==> config.mk <==
export PLATFORM = sky130hd
export DESIGN_NAME = split_timer8
export DESIGN_NICKNAME = d
export VERILOG_FILES = /design/src/rtl/split_timer8.sv
export SDC_FILE = /design/constraint.sdc
export NUM_CORES = 1
export LEC_CHECK = 0
export ABC_AREA = 0
export BUFFER_PORTS_ARGS = -buffer_cell sky130_fd_sc_hd__buf_2
export CORE_ASPECT_RATIO = 0.6
export CORE_MARGIN = 2
export CORE_UTILIZATION = 30
export CTS_CLUSTER_DIAMETER = 150
export CTS_CLUSTER_SIZE = 24
export DETAILED_ROUTE_END_ITERATION = 6
export HOLD_SLACK_MARGIN = 0.12
export PLACE_DENSITY = 0.61
export SLEW_MARGIN = 40
export SYNTH_ARGS = -nofsm -noshare
export SYNTH_HDL_FRONTEND = slang
export SYNTH_SLANG_ARGS = --single-unit
==> constraint.sdc <==
create_clock -name clk -period 2.6 [get_ports clk]
set_input_delay 0.13 -clock clk [delete_from_list [all_inputs] [get_ports clk]]
set_output_delay 0.13 -clock clk [all_outputs]
set_load 0.05 [all_outputs]
==> src/rtl/split_timer8.sv <==
module split_timer8 #(
  parameter int W = 8
) (
  input  logic         clk,
  input  logic         rst_n,
  input  logic         tick_sys,
  input  logic         tick_div12,
  input  logic         tick_ext8,
  input  logic         tick_lfo,
  input  logic         run_hi,
  input  logic         mode_hi,
  input  logic         mode_lo,
  input  logic [1:0]   ext_sel,
  input  logic         irq_en,
  input  logic         lo_irq_en,
  input  logic         wr_en,
  input  logic [1:0]   wr_addr,
  input  logic [W-1:0] wr_data,
  output logic [W-1:0] cnt_lo,
  output logic [W-1:0] cnt_hi,
  output logic         flag_lo,
  output logic         flag_hi,
  output logic         irq,
  output logic         conv_trig
);
  localparam logic [W-1:0] TOP = {W{1'b1}};

  logic [W-1:0] rld_lo, rld_hi;
  logic         alt_tick, step_lo, step_hi, wrap_lo, wrap_hi;
  logic         clr_lo, clr_hi;

  always_comb begin
    case (ext_sel)
      2'b00:   alt_tick = tick_div12;
      2'b01:   alt_tick = tick_ext8;
      2'b11:   alt_tick = tick_lfo;
      default: alt_tick = 1'b0;
    endcase
  end

  assign step_lo = mode_lo ? tick_sys : alt_tick;
  assign step_hi = run_hi & (mode_hi ? tick_sys : alt_tick);
  assign wrap_lo = step_lo & (cnt_lo == TOP);
  assign wrap_hi = step_hi & (cnt_hi == TOP);
  assign clr_lo  = wr_en & (wr_addr == 2'd2) & wr_data[0];
  assign clr_hi  = wr_en & (wr_addr == 2'd2) & wr_data[1];

  always_ff @(posedge clk) begin
    if (!rst_n) begin
      cnt_lo    <= '0;
      cnt_hi    <= '0;
      rld_lo    <= '0;
      rld_hi    <= '0;
      flag_lo   <= 1'b0;
      flag_hi   <= 1'b0;
      conv_trig <= 1'b0;
    end else begin
      if (step_lo) cnt_lo <= wrap_lo ? rld_lo : cnt_lo + 1'b1;
      if (step_hi) cnt_hi <= wrap_hi ? rld_hi : cnt_hi + 1'b1;
      if (wr_en && wr_addr == 2'd0) rld_lo <= wr_data;
      if (wr_en && wr_addr == 2'd1) rld_hi <= wr_data;
      flag_lo   <= wrap_lo | (flag_lo & ~clr_lo);
      flag_hi   <= wrap_hi | (flag_hi & ~clr_hi);
      conv_trig <= wrap_hi;
    end
  end

  assign irq = irq_en & (flag_hi | (flag_lo & lo_irq_en));
endmodule


==> flow_metrics.tcl <==
set metrics [dict create \
    outcome "completed" \
    cts_tree "done" \
    grt_pass1_vias 1546 \
    setup_violations 0 \
    fin_skew_ps 1.24 \
    hold_slack_ps 124 \
    cp-end-kind "register" \
    final_util 0.394 \
    fin_cells 329 \
    place_ws_ps 908 \
    clockBufferDepth 2 \
    clock_latency_ps 280 \
    hp-class "in -> reg" \
    pin_count 44 \
    dp_hpwl_microns 3680 \
    fmax_mhz 576 \
    irDropWorstVdd_uv 217 \
    powerDensity_mw_per_mm2 525 \
    clkTransAtPathRegs_ps 70 \
    cp-start-kind "register" \
    synth_edf_count 0 \
    die_h_microns 63.4 \
    async_flop_share 0 \
    cts_sinks 35 \
    vias_per_cell 5.24 \
    rsz0062_at_grt "no" \
    most-common-layout-cells "43 x buf_2, 35 x dfxtp_1, 23 x nor2_1" \
    grt_max_degree 27 \
    n_fill_cell 603 \
    fin_area_sq_mm 0.00222 \
    drv_cap 0 \
    antenna_found_initial 0 \
    relSlewSlack 0.491 \
    syn_area_sq_mm 0.00176 \
    fin_nets 274 \
    drcViolationCount 0 \
    period_minus_slack_ps 1740 \
    synth_cell_types 48 \
    start_util 0.313 \
    cts_root_buf "clkbuf_8" \
    finalPower_mw 1.16 \
    leakagePower_nw 0.949 \
    areaGrowthSynthToFinish_pct 25.9 \
    antenna_cells 0 \
    critPathArrivalTime_ps 1970 \
    syn_nets 223 \
    drive_above_1_share 0.241 \
    cts_setup_buffers 0 \
    synthCells 197 \
    first_iter_violations 151 \
    die_x_microns 103 \
    yosysWarnings 0 \
    place_inst 315 \
    tightest_slew_ps 758 \
    port_buffers 43 \
    grt_first_pass_wirelength_microns 8150 \
    required_ps 2830 \
    drt-total-wl_microns 4950 \
    synth_flop_cell "dfxtp_1" \
    ys_ff_latch 35 \
    finalCritPeriodShare 0.668 \
    first_pass_iters 4 \
    numCtsBuffers 5 \
    overflow 0 \
    postPlaceCellArea_sq_mm 0.00206 \
    critPathKind "reg -> reg" \
    drv_slew 0 \
    setup_ws_ps 864 \
    yosysSeqAreaShare 0.398 \
    coreArea_sq_mm 0.00562 \
    layout_commonest_cell "buf_2" \
    rows 21 \
    globalplace.congestion 0.912 \
    cts_htree_levels 2 \
    cp_max_fo 8 \
    vias 1725 \
    ant_nets 0 \
    synth_area_per_cell_sq_um 8.94 \
    die_area_sq_mm 0.00652 \
    hold_viol 0 \
    fin_tns_setup_ps 0 \
    wl_per_cell_microns 15.0 \
    track_usage 0.161 \
]
[power by group]
group / switching [mW] / internal [mW] / total, mW
registers: 0.0152 / 0.552 / 0.567
clock network: 0.195 / 0.242 / 0.437
logic: 0.0996 / 0.0592 / 0.159
total: 0.310 / 0.853 / 1.16
[critical path, cell delays in order (launching register included)]
cell and delay, ps:
dfxtp_1 410, ha_1 230, nand4_2 220, or2_1 380, nor3_1 280, o21a_1 170
[per-layer routing]
| layer | part of all wire | track usage | up-vias |
|---|---|---|---|
| li1 | - | - | 852 |
| met1 | 0.53 | 0.265 | 797 |
| met2 | 0.37 | 0.200 | 72 |
| met3 | 0.091 | 0.0488 | 4 |
| met4 | 0.0065 | 0.0296 | 0 |
| met5 | 0 | 0 | - |
[Yosys cell counts (3+ instances only)]
cell / n / area share
a31oi_1: 4 / 0.014
a211oi_1: 7 / 0.030
nor3_1: 4 / 0.011
nand3_1: 5 / 0.014
or3_1: 3 / 0.011
nor2_1: 23 / 0.049
o32ai_1: 4 / 0.020
clkbuf_1: 5 / 0.011
o21ai_0: 3 / 0.0085
dfxtp_1: 35 / 0.40
nand4_1: 4 / 0.014
o21a_1: 5 / 0.021
o221a_2: 4 / 0.026
inv_1: 8 / 0.017
mux2i_1: 16 / 0.091
a21oi_1: 7 / 0.020
nand2_1: 15 / 0.032
a22oi_1: 5 / 0.021
and3_1: 4 / 0.014
[state kept, by name, indices dropped and copies added (netlist names)]
register / count
flag_hi: 1
cnt_lo: 8
rld_hi: 8
cnt_hi: 8
flag_lo: 1
conv_trig: 1
rld_lo: 8
[kinds of logic (layout without fill, tap and decap cells)]
family,after synthesis,after routing,share of synthesized area
flip-flops,35,35,0.398
buffers and inverters,16,68,0.0391
multiplexers,17,17,0.0994
AND/OR/NAND/NOR,70,70,0.197
adder cells (fa/ha/maj),2,2,0.0142
AO/OA/AOI/OAI,57,57,0.252
[what timing repair did]
item	4_1_cts	5_1_grt
hold endpoints to repair	12	0
gates resized for setup	0	0
endpoints found under the setup margin	0	0
hold buffers	6	0
[worst paths after layout]
kind / from / to / slack, ps / cells past startpoint
min reg2reg: rld_hi[1] / rld_hi[1] / 500 / 2
max: cnt_hi[0] / flag_hi / 860 / 5
max reg2reg: cnt_hi[0] / flag_hi / 860 / 5
min: wr_data[2] / rld_hi[2] / 120 / 3
[final cells by class]
cell class	count	area, sq um	area share
timing repair buffer	51	290	0.131
sequential	35	701	0.316
tap	80	100	0.0451
inverter	9	33.8	0.0152
multi-input combinational	146	992	0.448
clock buffer	8	100	0.0451
Power figures use the tool's default switching activity.
